$ cat src/rtl/cmdring_pkg.sv
package cmdring_pkg;
    typedef enum logic [1:0] {
        RS_IDLE  = 2'd0,
        RS_FETCH = 2'd1,
        RS_HALT  = 2'd2
    } rd_state_t;

    localparam int NREG    = 8;
    localparam int IX_BASE = 0;
    localparam int IX_TOP  = 1;
    localparam int IX_HI   = 2;
    localparam int IX_LO   = 3;
    localparam int IX_CNT  = 4;
    localparam int IX_WR   = 5;
    localparam int IX_RD   = 6;
    localparam int IX_BP   = 7;
endpackage

$ cat src/rtl/cmdring_half_reg.sv
module cmdring_half_reg #(
    parameter int HW = 16
) (
    input  logic          clk,
    input  logic          rst_n,
    input  logic          we_lo,
    input  logic          we_hi,
    input  logic [HW-1:0] wd,
    output logic [2*HW-1:0] q
);
    always_ff @(posedge clk or negedge rst_n) begin
        if (!rst_n) begin
            q <= '0;
        end else begin
            if (we_lo) q[HW-1:0]    <= wd;
            if (we_hi) q[2*HW-1:HW] <= wd;
        end
    end
endmodule

$ cat src/rtl/cmdring_ptr.sv
module cmdring_ptr #(
    parameter int HW   = 16,
    parameter int STEP = 32,
    localparam int AW  = 2*HW
) (
    input  logic          clk,
    input  logic          rst_n,
    input  logic          adv,
    input  logic          we_lo,
    input  logic          we_hi,
    input  logic [HW-1:0] wd,
    input  logic [AW-1:0] base,
    input  logic [AW-1:0] top,
    output logic [AW-1:0] q
);
    logic [AW:0]   sum;
    logic          past_top;
    logic [AW-1:0] nxt;

    always_comb begin
        sum      = {1'b0, q} + (AW+1)'(STEP);
        past_top = sum > {1'b0, top};
        nxt      = past_top ? base : sum[AW-1:0];
    end

    always_ff @(posedge clk or negedge rst_n) begin
        if (!rst_n) begin
            q <= '0;
        end else if (we_lo || we_hi) begin
            if (we_lo) q[HW-1:0]    <= wd;
            if (we_hi) q[AW-1:HW]   <= wd;
        end else if (adv) begin
            q <= nxt;
        end
    end

    // an advance that would pass the top lands on the base
    p_wrap_r4: assert property (@(posedge clk) disable iff (!rst_n)
        (adv && !we_lo && !we_hi && ({1'b0, q} + (AW+1)'(STEP) > {1'b0, top}))
        |=> q == $past(base));

    // a bus write beats an advance
    p_write_wins_r11: assert property (@(posedge clk) disable iff (!rst_n)
        (we_lo && !we_hi) |=> q[HW-1:0] == $past(wd));
endmodule

$ cat src/rtl/cmdring_rd_fsm.sv
module cmdring_rd_fsm
    import cmdring_pkg::*;
(
    input  logic clk,
    input  logic rst_n,
    input  logic pop_req,
    input  logic rd_en,
    input  logic cnt_zero,
    input  logic bp_hit,
    output logic rd_adv,
    output logic bp_set,
    output logic in_flight
);
    rd_state_t state_q, state_d;

    always_ff @(posedge clk or negedge rst_n) begin
        if (!rst_n) state_q <= RS_IDLE;
        else        state_q <= state_d;
    end

    always_comb begin
        state_d = state_q;
        unique case (state_q)
            RS_IDLE: begin
                if (bp_hit)                            state_d = RS_HALT;
                else if (pop_req && rd_en && !cnt_zero) state_d = RS_FETCH;
            end
            RS_FETCH: state_d = RS_IDLE;
            RS_HALT:  if (!bp_hit) state_d = RS_IDLE;
            default:  state_d = RS_IDLE;
        endcase
    end

    always_comb begin
        rd_adv    = (state_q == RS_FETCH);
        in_flight = (state_q == RS_FETCH);
        bp_set    = (state_q == RS_IDLE) && bp_hit;
    end

    // a grant lasts exactly one cycle
    p_one_fetch_r5: assert property (@(posedge clk) disable iff (!rst_n)
        rd_adv |=> !rd_adv);

    // no grant without an allowed request
    p_grant_gate_r5: assert property (@(posedge clk) disable iff (!rst_n)
        (!rd_adv && !(pop_req && rd_en && !cnt_zero)) |=> !rd_adv);
endmodule

$ cat src/rtl/cmdring_ctrl.sv
module cmdring_ctrl
    import cmdring_pkg::*;
#(
    parameter int HW   = 16,
    parameter int STEP = 32,
    localparam int AW  = 2*HW
) (
    input  logic          clk,
    input  logic          rst_n,
    input  logic          reg_we,
    input  logic [4:0]    reg_word,
    input  logic [HW-1:0] reg_wdata,
    output logic [HW-1:0] reg_rdata,
    input  logic          push,
    input  logic          pop_req,
    output logic          pop_ack,
    output logic [AW-1:0] wr_addr,
    output logic [AW-1:0] rd_addr
);
    logic [NREG-1:0] wlo, whi;
    logic            ctrl_wr, clr_wr;
    logic [5:0]      ctl_q;
    logic [AW-1:0]   rb [NREG];
    logic [AW-1:0]   cnt_q, wr_q, rd_q;
    logic            w_adv, r_adv, bp_set, in_flight, bp_hit;
    logic            ovf_q, unf_q, bp_q, ovf_set, unf_set;
    logic [HW-1:0]   status;

    // bus decode
    always_comb begin
        wlo = '0;
        whi = '0;
        if (reg_we && reg_word[4]) begin
            if (reg_word[0]) whi[reg_word[3:1]] = 1'b1;
            else             wlo[reg_word[3:1]] = 1'b1;
        end
        ctrl_wr = reg_we && (reg_word == 5'd1);
        clr_wr  = reg_we && (reg_word == 5'd2);
    end

    assign w_adv = push && ctl_q[4];

    // address registers: plain storage or live pointers
    for (genvar i = 0; i < NREG; i++) begin : g_areg
        if (i == IX_WR) begin : g_wr
            cmdring_ptr #(.HW(HW), .STEP(STEP)) u_ptr (
                .clk(clk), .rst_n(rst_n), .adv(w_adv),
                .we_lo(wlo[i]), .we_hi(whi[i]), .wd(reg_wdata),
                .base(rb[IX_BASE]), .top(rb[IX_TOP]), .q(wr_q));
            assign rb[i] = wr_q;
        end else if (i == IX_RD) begin : g_rd
            cmdring_ptr #(.HW(HW), .STEP(STEP)) u_ptr (
                .clk(clk), .rst_n(rst_n), .adv(r_adv),
                .we_lo(wlo[i]), .we_hi(whi[i]), .wd(reg_wdata),
                .base(rb[IX_BASE]), .top(rb[IX_TOP]), .q(rd_q));
            assign rb[i] = rd_q;
        end else if (i == IX_CNT) begin : g_cnt
            assign rb[i] = cnt_q;
        end else begin : g_plain
            cmdring_half_reg #(.HW(HW)) u_reg (
                .clk(clk), .rst_n(rst_n), .we_lo(wlo[i]), .we_hi(whi[i]),
                .wd(reg_wdata), .q(rb[i]));
        end
    end

    // distance count
    always_ff @(posedge clk or negedge rst_n) begin
        if (!rst_n) begin
            cnt_q <= '0;
        end else if (wlo[IX_CNT] || whi[IX_CNT]) begin
            if (wlo[IX_CNT]) cnt_q[HW-1:0]  <= reg_wdata;
            if (whi[IX_CNT]) cnt_q[AW-1:HW] <= reg_wdata;
        end else begin
            case ({w_adv, r_adv})
                2'b10:   cnt_q <= cnt_q + AW'(STEP);
                2'b01:   cnt_q <= cnt_q - AW'(STEP);
                default: cnt_q <= cnt_q;
            endcase
        end
    end

    assign bp_hit = ctl_q[5] && (rd_q == rb[IX_BP]);

    cmdring_rd_fsm u_fsm (
        .clk(clk), .rst_n(rst_n), .pop_req(pop_req), .rd_en(ctl_q[0]),
        .cnt_zero(cnt_q == '0), .bp_hit(bp_hit),
        .rd_adv(r_adv), .bp_set(bp_set), .in_flight(in_flight));

    // control and sticky flags
    assign ovf_set = ctl_q[2] && (wr_q > rb[IX_HI]);
    assign unf_set = ctl_q[3] && (rd_q > rb[IX_LO]);

    always_ff @(posedge clk or negedge rst_n) begin
        if (!rst_n) begin
            ctl_q <= '0;
            ovf_q <= 1'b0;
            unf_q <= 1'b0;
            bp_q  <= 1'b0;
        end else begin
            if (ctrl_wr) ctl_q <= {reg_wdata[5:2], 1'b0, reg_wdata[0]};
            ovf_q <= ovf_set || (ovf_q && !(clr_wr && reg_wdata[0]));
            unf_q <= unf_set || (unf_q && !(clr_wr && reg_wdata[1]));
            bp_q  <= bp_set  || (bp_q  && !(ctrl_wr && reg_wdata[1]));
        end
    end

    assign status = {{(HW-5){1'b0}}, bp_q, !in_flight,
                     (cnt_q == '0) || !ctl_q[0], unf_q, ovf_q};

    // read mux
    always_comb begin
        reg_rdata = '0;
        if (reg_word[4]) begin
            reg_rdata = reg_word[0] ? rb[reg_word[3:1]][AW-1:HW]
                                    : rb[reg_word[3:1]][HW-1:0];
        end else begin
            case (reg_word[3:0])
                4'd0:    reg_rdata = status;
                4'd1:    reg_rdata = {{(HW-6){1'b0}}, ctl_q};
                default: reg_rdata = '0;
            endcase
        end
    end

    assign pop_ack = in_flight;
    assign wr_addr = wr_q;
    assign rd_addr = rd_q;

    // simultaneous advances keep the count
    p_cnt_hold_r6: assert property (@(posedge clk) disable iff (!rst_n)
        (w_adv && r_adv && !wlo[IX_CNT] && !whi[IX_CNT]) |=> cnt_q == $past(cnt_q));

    // with link off a push moves nothing
    p_link_r3: assert property (@(posedge clk) disable iff (!rst_n)
        (push && !ctl_q[4] && !wlo[IX_WR] && !whi[IX_WR]) |=> $stable(wr_q));

    // overflow is sticky until cleared
    p_ovf_sticky_r7: assert property (@(posedge clk) disable iff (!rst_n)
        (ovf_q && !(clr_wr && reg_wdata[0])) |=> ovf_q);

    // underflow is sticky until cleared
    p_unf_sticky_r8: assert property (@(posedge clk) disable iff (!rst_n)
        (unf_q && !(clr_wr && reg_wdata[1])) |=> unf_q);

    // a matching enabled breakpoint blocks the next grant
    p_bp_blocks_r9: assert property (@(posedge clk) disable iff (!rst_n)
        (bp_hit && !pop_ack) |=> !pop_ack);
endmodule

$ cat config.mk
export PLATFORM = sky130hd
export DESIGN_NAME = cmdring_ctrl
export DESIGN_NICKNAME = d
export VERILOG_FILES = /design/src/rtl/cmdring_pkg.sv /design/src/rtl/cmdring_half_reg.sv /design/src/rtl/cmdring_ptr.sv /design/src/rtl/cmdring_rd_fsm.sv /design/src/rtl/cmdring_ctrl.sv
export SDC_FILE = /design/constraint.sdc
export NUM_CORES = 1
export LEC_CHECK = 0
export BUFFER_PORTS_ARGS = -buffer_cell sky130_fd_sc_hd__buf_2
export CAP_MARGIN = 20
export CORE_MARGIN = 4
export CORE_UTILIZATION = 40
export DETAILED_ROUTE_END_ITERATION = 8
export GPL_TIMING_DRIVEN = 0
export SLEW_MARGIN = 20
export SYNTH_ARGS = -nofsm -noshare
export SYNTH_HDL_FRONTEND = slang
export SYNTH_SLANG_ARGS = --single-unit
$ cat constraint.sdc
create_clock -name clk -period 4.18 [get_ports clk]
set_clock_uncertainty 0.05 [all_clocks]
set_input_delay 0.418 -clock clk [delete_from_list [all_inputs] [get_ports clk]]
set_output_delay 0.418 -clock clk [all_outputs]
set_load 0.03 [all_outputs]
# After elaboration in Yosys (flattened, before gate mapping)
# Index checks and enable logic that the tools add are counted.
# word_totals
register_bits	266
latch_bits	0
ramBits	0
romBits	0
output_inout_bits	81
word_cells	122
mem_count	0
# classes
addsub	4
n_mul	0
div_mod_pow	0
order_cmp	7
n_eq_ne	16
n_shift	0
n_mux	30
n_bitwise	1
n_reduce_logical	43
# op_table
cell	n
32-bit two-way mux	9
16-bit two-way mux	8
32-bit binary-select mux with 3-bit select	1
32-bit by 6-bit adder with 33-bit output (second input constant)	2
33-bit by 32-bit greater-than comparator with 1-bit output	2
32-bit greater-than comparator	2
32-bit one-hot mux with 2 select lines	1
32-bit by 6-bit adder with 32-bit output (second input constant)	1
32-bit equality test	1
32-bit zero test	1
8-bit two-way mux	4
32-bit by 6-bit subtractor with 32-bit output (second input constant)	1
1-bit logical AND	17
2-bit inequality test (second input constant)	7
2-bit AND reduction	7
6-bit one-hot mux with 2 select lines	1
1-bit logical OR	7
1-bit zero test	6
2-bit two-way mux	3
5-bit by 1-bit equality test with 1-bit output (second input constant)	1
5-bit by 2-bit equality test with 1-bit output (second input constant)	1
2-bit by 1-bit equality test with 1-bit output (second input constant)	2
2-bit equality test (second input constant)	2
4-bit by 1-bit equality test with 1-bit output (second input constant)	1
other kinds (12)	13

# Longest topological paths before layout
# Gate-level depths: netlist of the first run.
# depth
ltp_word	9
mapped_depth	20

# By module
# A second synthesis of the first run with hierarchy kept.
# unflattened
cells_unflattened	2148
hier_area_um2	20389.6
# by_module_without_submodules
mod	n_inst	cells_per_inst	area_per_inst_um2
cmdring_ctrl	1	996	7403.4
cmdring_half_reg	5	68	1298.7
cmdring_ptr	2	402	3200.6
cmdring_rd_fsm	1	8	91.3

# Worst setup path after synthesis of the first run
# OpenSTA, ideal clock, no wires.
# synth_timing
kind	register -> register
from	register g_areg[5].g_wr.u_ptr.q[5]
to	register g_areg[5].g_wr.u_ptr.q[11]
setup_ns	0.120
arrival_ns	3.860
slack_ns	0.151
path_stages_with_launch	16
path_buffers	0
period_less_slack_ns	4.029
path_cell_list	dfrtp_1 ha_1 nand4_1 nor2_1 and2_1 and4_1 nand3_1 xnor2_1 ha_1 nand3_1 nor4_1 nand2_1 a311oi_4 nor3_2 a221o_1 a31o_1
# synth_between
elab_chain_len	5
# synth_rtl
element	line_no	source
from (decl)	cmdring_ptr.sv:14	output logic [AW-1:0] q
from (signal, indexed assignment)	cmdring_ptr.sv:30	if (we_lo) q[HW-1:0] <= wd;
from (signal, indexed assignment)	cmdring_ptr.sv:31	if (we_hi) q[AW-1:HW] <= wd;
from (signal assigned)	cmdring_ptr.sv:33	q <= nxt;
32-bit by 6-bit adder with 33-bit output *	cmdring_ptr.sv:21	sum = {1'b0, q} + (AW+1)'(STEP);
33-bit by 32-bit greater-than comparator with 1-bit output	cmdring_ptr.sv:22	past_top = sum > {1'b0, top};
32-bit two-way mux *	cmdring_ptr.sv:23	nxt = past_top ? base : sum[AW-1:0];
32-bit two-way mux *	cmdring_ptr.sv:32	end else if (adv) begin
32-bit two-way mux *	cmdring_ptr.sv:29	end else if (we_lo || we_hi) begin
# Mark *: on every way between the ends. The rest lies on a longest branch, timed or not. The select of a mux whose other input is x is not followed.
# A chain may end at the register's enable or synchronous reset.

# Worst setup path in the final report of the first run
# layout_timing
from	input reg_word[1]
to	output reg_rdata[8]
# layout_between
elab_chain_len	6
# layout_rtl
element	line_no	source
from (decl)	cmdring_ctrl.sv:11	input logic [4:0] reg_word,
3-bit NOT with 4-bit output (implied by the code)	cmdring_ctrl.sv:114, cmdring_ctrl.sv:115	
32-bit binary-select mux with 3-bit select	cmdring_ctrl.sv:114, cmdring_ctrl.sv:115	
32-bit two-way mux (implied by the code) (2 in series)	cmdring_ctrl.sv:115	: rb[reg_word[3:1]][HW-1:0];
16-bit two-way mux	cmdring_ctrl.sv:114	reg_rdata = reg_word[0] ? rb[reg_word[3:1]][AW-1:HW]
16-bit two-way mux	cmdring_ctrl.sv:113	if (reg_word[4]) begin
to (decl)	cmdring_ctrl.sv:13	output logic [HW-1:0] reg_rdata,
# No other way between the ends. The select of a mux whose other input is x is not followed.

==> flow_metrics.tcl, run 1 <==
set metrics [dict create \
    core_area_um2 47900 \
    cts_made_buffers 36 \
    pwr-share-comb_pct 49.7 \
    dieArea_um2 52400 \
    hp-class "in -> reg" \
    netlist_area_um2 19500 \
    syn-instance-count 2137 \
    crit_arrival_ns 3.77 \
    total_power_mw 16.9 \
    internal-power_mw 8.97 \
    post_synth.cell_area_avg_um2 9.13 \
    ys_ff_latch 266 \
    wl_um 99100 \
    hold_viol_final 0 \
    area_growth_pct 18.8 \
    crit_slowest_cell "buf_1" \
    final_area_um2 23200 \
    maxSlewViolCount 0 \
    seqPwrFrac_pct 28.6 \
    overflow 0 \
    path_class "in -> out" \
    critPathMaxStageDelay_ns 0.92 \
    num-fill-cells 4608 \
    max_freq_mhz 236 \
    worstSkewPairLatency_ns 0.58 \
    drtIter0Drc 2373 \
    worstPathRequired_ns 3.71 \
    placed_cell_area_um2 20900 \
    start_util_pct 40.7 \
    worst-slew-pin-transition_ns 1.26 \
    pwr-share-clk_pct 21.6 \
    drc 0 \
    dr.pass1.iters 8 \
    drive_gt1_share_pct 22.1 \
    ant_nets 0 \
    vias 19400 \
    wl_per_cell_um 33.3 \
    antenna_found_initial 5 \
    synth_cell_types 85 \
    rows 80 \
    cts_tree "yes" \
    worstPathMaxFanout 10 \
    violations "setup timing" \
    ir_worst_vdd_mv 0.440 \
    place_ws_ns -1.43 \
    pin_count 107 \
    power_density_nw_per_um2 727 \
    grt_pass1_vias 18500 \
    synth_ff_type "dfrtp_1" \
    synth-async-reset-ratio_pct 100 \
    synth_edf_count 0 \
    root_buffer "clkbuf_16" \
    max_cap_viol_count 0 \
    maxSlewHeadroom_pct 15.9 \
    dp.final_hpwl_um 77600 \
    crit_chain "clkbuf_1, buf_2, buf_1, mux2i_1, nor2_1, a21oi_1, o2111ai_1, nand3_1, a31oi_1, buf_2" \
    period_minus_slack_ns 4.24 \
    numPortBuffers 105 \
    cp.buffers_inverters 4 \
    power.switching_mw 7.89 \
    path_clk_slew_ns 0.05 \
    start_kind "input pin" \
    seq_area_um2 6680 \
    n_antenna_cell 0 \
    gp_congestion 0.994 \
    final_cell_mix "247 x dfrtp_1, 224 x nand2_1, 155 x mux2_2" \
    grt.total_usage_pct 36.5 \
    layout_commonest_cell "dfrtp_1" \
    period_share_pct 101 \
    h-tree-depth 2 \
    setup.worst_path.end_class "output pin" \
    grt_max_degree 92 \
    cp_common_cell "buf_2" \
    yosysSeqAreaShare_pct 34.1 \
    yosys_warnings 0 \
    status "finished with violations" \
    leakage_nw 10.5 \
    synth_fp_nets 2319 \
    finalSetupViolations 13 \
    path_delay_family "buffers and inverters" \
    final_nets 2511 \
    rsz0062_at_grt "true" \
    die_h_um 229 \
    worst_slack_ns -0.0600 \
    die_w_um 229 \
    p_sw_share_pct 46.8 \
    grt_pass1_wl_um 138000 \
    clock_sinks 266 \
    multiInputGateArea_um2 12200 \
    cts_buffer_depth 3 \
    vias_per_cell 6.53 \
]
-- sequential cells by signal, summed over array words and instances, names as in the netlist --
signal	cells
g_areg.g_rd.u_ptr.q	32
cnt_q	32
ovf_q	1
ctl_q	5
g_areg.g_wr.u_ptr.q	32
u_fsm.state_q	2
bp_q	1
unf_q	1
g_areg.g_plain.u_reg.q	160
-- layer usage --
layer | wire length (µm) | GRT usage, % | vias to the layer above
met4 | 5560 | 15.2 | 4
li1 | - | - | 8194
met5 | 27 | 0 | -
met1 | 40300 | 49.0 | 9724
met3 | 9650 | 8.28 | 283
met2 | 43600 | 57.2 | 1202
-- timing repair --
| action | 4_1_cts | 5_1_grt |
|---|---|---|
| endpoints found under the setup margin | 83 | 73 |
| hold buffers | 1 | 0 |
| gates resized for setup | 86 | 46 |
| buffers inserted | 32 | 16 |
| cloned | 1 | 0 |
| hold endpoints to repair | 43 | 0 |
| pin swaps | 20 | 20 |
-- Yosys cell counts (5+ instances only) --
master / n / area (µm²)
o221ai_1: 25 / 219
xnor2_1: 68 / 596
o21ai_1: 5 / 25.0
nor4_1: 12 / 75.1
a31oi_1: 22 / 138
ha_1: 155 / 1940
nor3_1: 17 / 85.1
and3_1: 28 / 175
nand3_1: 60 / 300
a221o_1: 10 / 100
o22ai_1: 12 / 75.1
buf_1: 15 / 56.3
a2bb2oi_1: 5 / 43.8
nand2_1: 226 / 848
o21ai_0: 130 / 651
buf_2: 24 / 120
a221oi_1: 28 / 245
o21a_1: 10 / 75.1
nand2b_1: 8 / 50.1
and2_1: 9 / 56.3
mux2_2: 155 / 1750
xor2_1: 35 / 307
nor2b_1: 10 / 62.6
a211oi_1: 13 / 97.6
a22oi_1: 17 / 128
mux2i_1: 71 / 711
inv_1: 114 / 428
a31o_1: 6 / 52.6
o211ai_1: 13 / 97.6
mux4_2: 12 / 270
a41oi_1: 5 / 43.8
a21o_1: 40 / 300
a21oi_1: 148 / 741
clkbuf_1: 83 / 312
nor2_1: 139 / 522
and4_1: 12 / 105
dfrtp_1: 266 / 6660
nand4_1: 48 / 300
-- power by group through the flow --
stage               logic, mW  clock network, mW  registers [mW]
detailed placement       7.52                  0            4.77
global route             9.02               3.78            4.83
finish                   8.39               3.64            4.83
CTS                      7.94               3.66            4.71
floorplan                4.71                  0            4.53
global placement         7.42                  0            4.75
-- logic make-up (layout without fill, tap and decap cells) --
kind of cell,after synthesis,in the layout,share of synthesized area (%)
DFF,266,266,34.1
adders and majority gates,156,156,10.0
xor gates and xnor gates,103,103,4.62
and+or+nand+nor,596,596,14.4
muxes,239,239,14.0
AOI/OAI and AO/OA,531,531,17.6
buffers and inverters,246,466,5.13
-- path summary, 6_finish.rpt --
check / from / endpoint / slack [ns] / cells past startpoint
max in group asynchronous: rst_n / g_areg[5].g_wr.u_ptr.q[24] / 2.89 / 3
min: pop_req / u_fsm.state_q[0] / 0.11 / 2
max reg2reg: g_areg[5].g_wr.u_ptr.q[10] / g_areg[5].g_wr.u_ptr.q[5] / -0.03 / 17
min reg2reg: u_fsm.state_q[1] / bp_q / 0.45 / 1
max: reg_word[1] / reg_rdata[8] / -0.06 / 10
min in group asynchronous: rst_n / g_areg[7].g_plain.u_reg.q[17] / 0.30 / 2
-- worst reg2reg max path: cells and delay by family, from the launching register on --
family	cells	cell delay, ns
buffers and inverters	5	0.86
XOR/XNOR	1	0.29
adder cells (fa/ha/maj)	1	0.19
AND/OR/NAND/NOR	7	1.46
flip-flops	1	0.37
AO/OA/AOI/OAI	3	0.88
-- stage by stage --
| stage | TNS (ns) | hold WS, ns | util [%] | instances |
|---|---|---|---|---|
| after floorplan | 0 | 0.0724 | - | 2137 |
| after global placement | -765.85 | 0.415 | 43.4 | 2857 |
| after detailed placement | -76.54 | 0.309 | 43.6 | 2861 |
| after CTS | 0 | 0.100 | 47.6 | 2957 |
| after global routing | -0.185 | 0.110 | 48.3 | 2972 |
| final | -0.187 | 0.114 | 48.3 | 2972 |
-- final cells by class --
type	instances	area share, %
timing repair buffer	158	4.40
sequential	266	28.8
buffer	125	2.75
tap	615	3.32
clock inverter	16	1.25
multi-input combinational	1625	52.8
inverter	116	1.92
clock buffer	50	4.68
timing repair inverter	1	0.0324
(Power assumes the default switching activity.)
==> inputs of run 2 (changes only) <==
--- a/config.mk
+++ b/config.mk
@@ -9,2 +9,3 @@
 export CAP_MARGIN = 20
+export CORE_ASPECT_RATIO = 0.6
 export CORE_MARGIN = 4
==> constraint.sdc (replaced) <==
create_clock -name clk -period 4.18 [get_ports clk]
set_clock_uncertainty 0.05 [all_clocks]
set_input_delay 0.209 -clock clk [delete_from_list [all_inputs] [get_ports clk]]
set_output_delay 0.209 -clock clk [all_outputs]
set_load 0.03 [all_outputs]
==> run 2 against run 1 <==
  * The run still ends with setup timing left
  * Final cell count grew 3.8%
  * Sequential share of layout area fell by 1.5 points
  * Via count rose by 6.0%
  * Non-clock buffer count rose by 97
  * Core utilization rose by 2.6 points
  * Largest cell class unchanged
==> flow_metrics.tcl, run 2 (synthesis results as in run 1) <==
set metrics [dict create \
    fin_tns_setup_ns -6.99 \
    dieArea_um2 52500 \
    grt.total_usage_pct 41.3 \
    vias 20600 \
    cts_buffer_depth 3 \
    dp.final_hpwl_um 85200 \
    worst-slew-pin-transition_ns 1.23 \
    core_area_um2 48000 \
    cts_made_buffers 30 \
    setup.worst_path.end_class "flop" \
    h-tree-depth 1 \
    worst_slack_ns -0.286 \
    ant_nets 0 \
    rsz0062_at_grt "true" \
    multiInputGateArea_um2 12800 \
    path_clk_slew_ns 0.07 \
    total_power_mw 18.2 \
    period_minus_slack_ns 4.47 \
    clock_sinks 266 \
    hold_viol_final 0 \
    power_density_nw_per_um2 744 \
    leakage_nw 11.1 \
    pin_count 107 \
    largest_reg_flops 160 \
    path_class "reg -> reg" \
    seq_area_um2 6680 \
    overflow 0 \
    drc 0 \
    wl_per_cell_um 36.2 \
    die_h_um 179 \
    largest_register "g_areg.g_plain.u_reg.q" \
    worstSkewPairLatency_ns 0.61 \
    grt_max_degree 88 \
    violations "setup timing" \
    instances_no_fill 3085 \
    placed_cells 2889 \
    root_buffer "clkbuf_16" \
    status "finished with violations" \
    max_cap_viol_count 0 \
    worstPathMaxFanout 6 \
    final_cell_mix "244 x dfrtp_1, 210 x nand2_1, 155 x mux2_2" \
    numPortBuffers 105 \
    vias_per_cell 6.67 \
    period_share_pct 107 \
    num-fill-cells 4549 \
    maxSlewViolCount 0 \
    hp-class "in -> reg" \
    grt_pass1_vias 19100 \
    start_kind "flop" \
    finalSetupViolations 47 \
    drive_gt1_share_pct 28.2 \
    max_freq_mhz 224 \
    wl_um 112000 \
    maxSlewHeadroom_pct 17.9 \
    start_util_pct 40.6 \
    grt_pass1_wl_um 151000 \
    gp_congestion 1.04 \
    layout_commonest_cell "dfrtp_1" \
    area_growth_pct 25.4 \
    final_nets 2602 \
    drtIter0Drc 2847 \
    antenna_found_initial 9 \
    cts_tree "yes" \
    ir_worst_vdd_mv 0.398 \
    crit_arrival_ns 4.89 \
    dr.pass1.iters 6 \
    worstPathRequired_ns 4.61 \
    die_w_um 293 \
    rows 62 \
]
[run 2: cell count changes in the layout (fill, tap and decap cells not counted), sizes merged]
cell	change
clkbuf	-4
buf	+91
dlygate4sd3	+2
clkinv	+3
inv	-1
diode	+2
bufinv	-5
[run 2: critical path, cell delays in order (launching register included)]
cell and delay (ns):
dfrtp_2 0.40, buf_6 0.10, buf_6 0.10, nand3_4 0.10, nor3_4 0.19, buf_6 0.15, and3_4 0.22, xor2_4 0.08
ha_4 0.28, nand4_1 0.21, nor3_4 0.34, nand4_1 0.60, a311oi_4 0.45, buf_6 0.16, buf_12 0.10, buf_12 0.13
nor3_4 0.09, a221o_1 0.36, a31o_1 0.19
[run 2: worst paths after layout]
path / slack (ns) / to / startpoint / cells past startpoint
min reg2reg: 0.44 / u_fsm.state_q[1] / u_fsm.state_q[0] / 1
max: -0.29 / g_areg[5].g_wr.u_ptr.q[13] / g_areg[5].g_wr.u_ptr.q[6] / 18
max reg2reg: -0.29 / g_areg[5].g_wr.u_ptr.q[13] / g_areg[5].g_wr.u_ptr.q[6] / 18
min: 0.05 / cnt_q[22] / reg_wdata[6] / 3
max in group asynchronous: 2.84 / g_areg[6].g_rd.u_ptr.q[5] / rst_n / 4
min in group asynchronous: 0.08 / g_areg[5].g_wr.u_ptr.q[28] / rst_n / 2
[run 2: what timing repair did]
item | in CTS | in global routing
endpoints found under the setup margin | 76 | 70
hold buffers | 3 | 0
buffers inserted | 69 | 74
hold endpoints to repair | 120 | 0
cloned | 2 | 2
resized for setup | 154 | 137
pin swaps | 28 | 75
[run 2: where the power goes]
group	switching, mW	internal (mW)	total (mW)
logic	6.08	4.35	10.4
registers	1.54	3.32	4.86
clock network	1.23	1.68	2.91
total	8.85	9.35	18.2
[run 2: area by class of cell]
type / instances / share of cell area (%)
Antenna cell: 2 / 0.0205
Buffer: 122 / 2.71
Clock buffer: 42 / 3.67
Clock inverter: 13 / 0.624
Inverter: 116 / 1.82
Multi-Input combinational cell: 1625 / 52.3
Sequential cell: 266 / 27.3
Tap cell: 640 / 3.27
Timing Repair Buffer: 258 / 8.28
Timing Repair inverter: 1 / 0.0307
[run 2: through the flow]
stage	cell area, µm²	hold slack [ns]	worst slack [ns]	utilization (%)
floorplan	19500	-0.137	0.151	-
global placement	20800	0.406	-2.56	43.4
detailed placement	21000	0.132	-2.09	43.7
CTS	23300	0.00455	-0.0550	48.6
global route	24500	0.0149	-0.195	50.9
finish	24500	0.0457	-0.286	51.0
[run 2: metal layers]
layer | GRT usage, % | wire, µm
met1 | 60.0 | 48100
met2 | 53.2 | 40800
met3 | 18.9 | 17900
met4 | 13.2 | 4800
met5 | 0 | 38
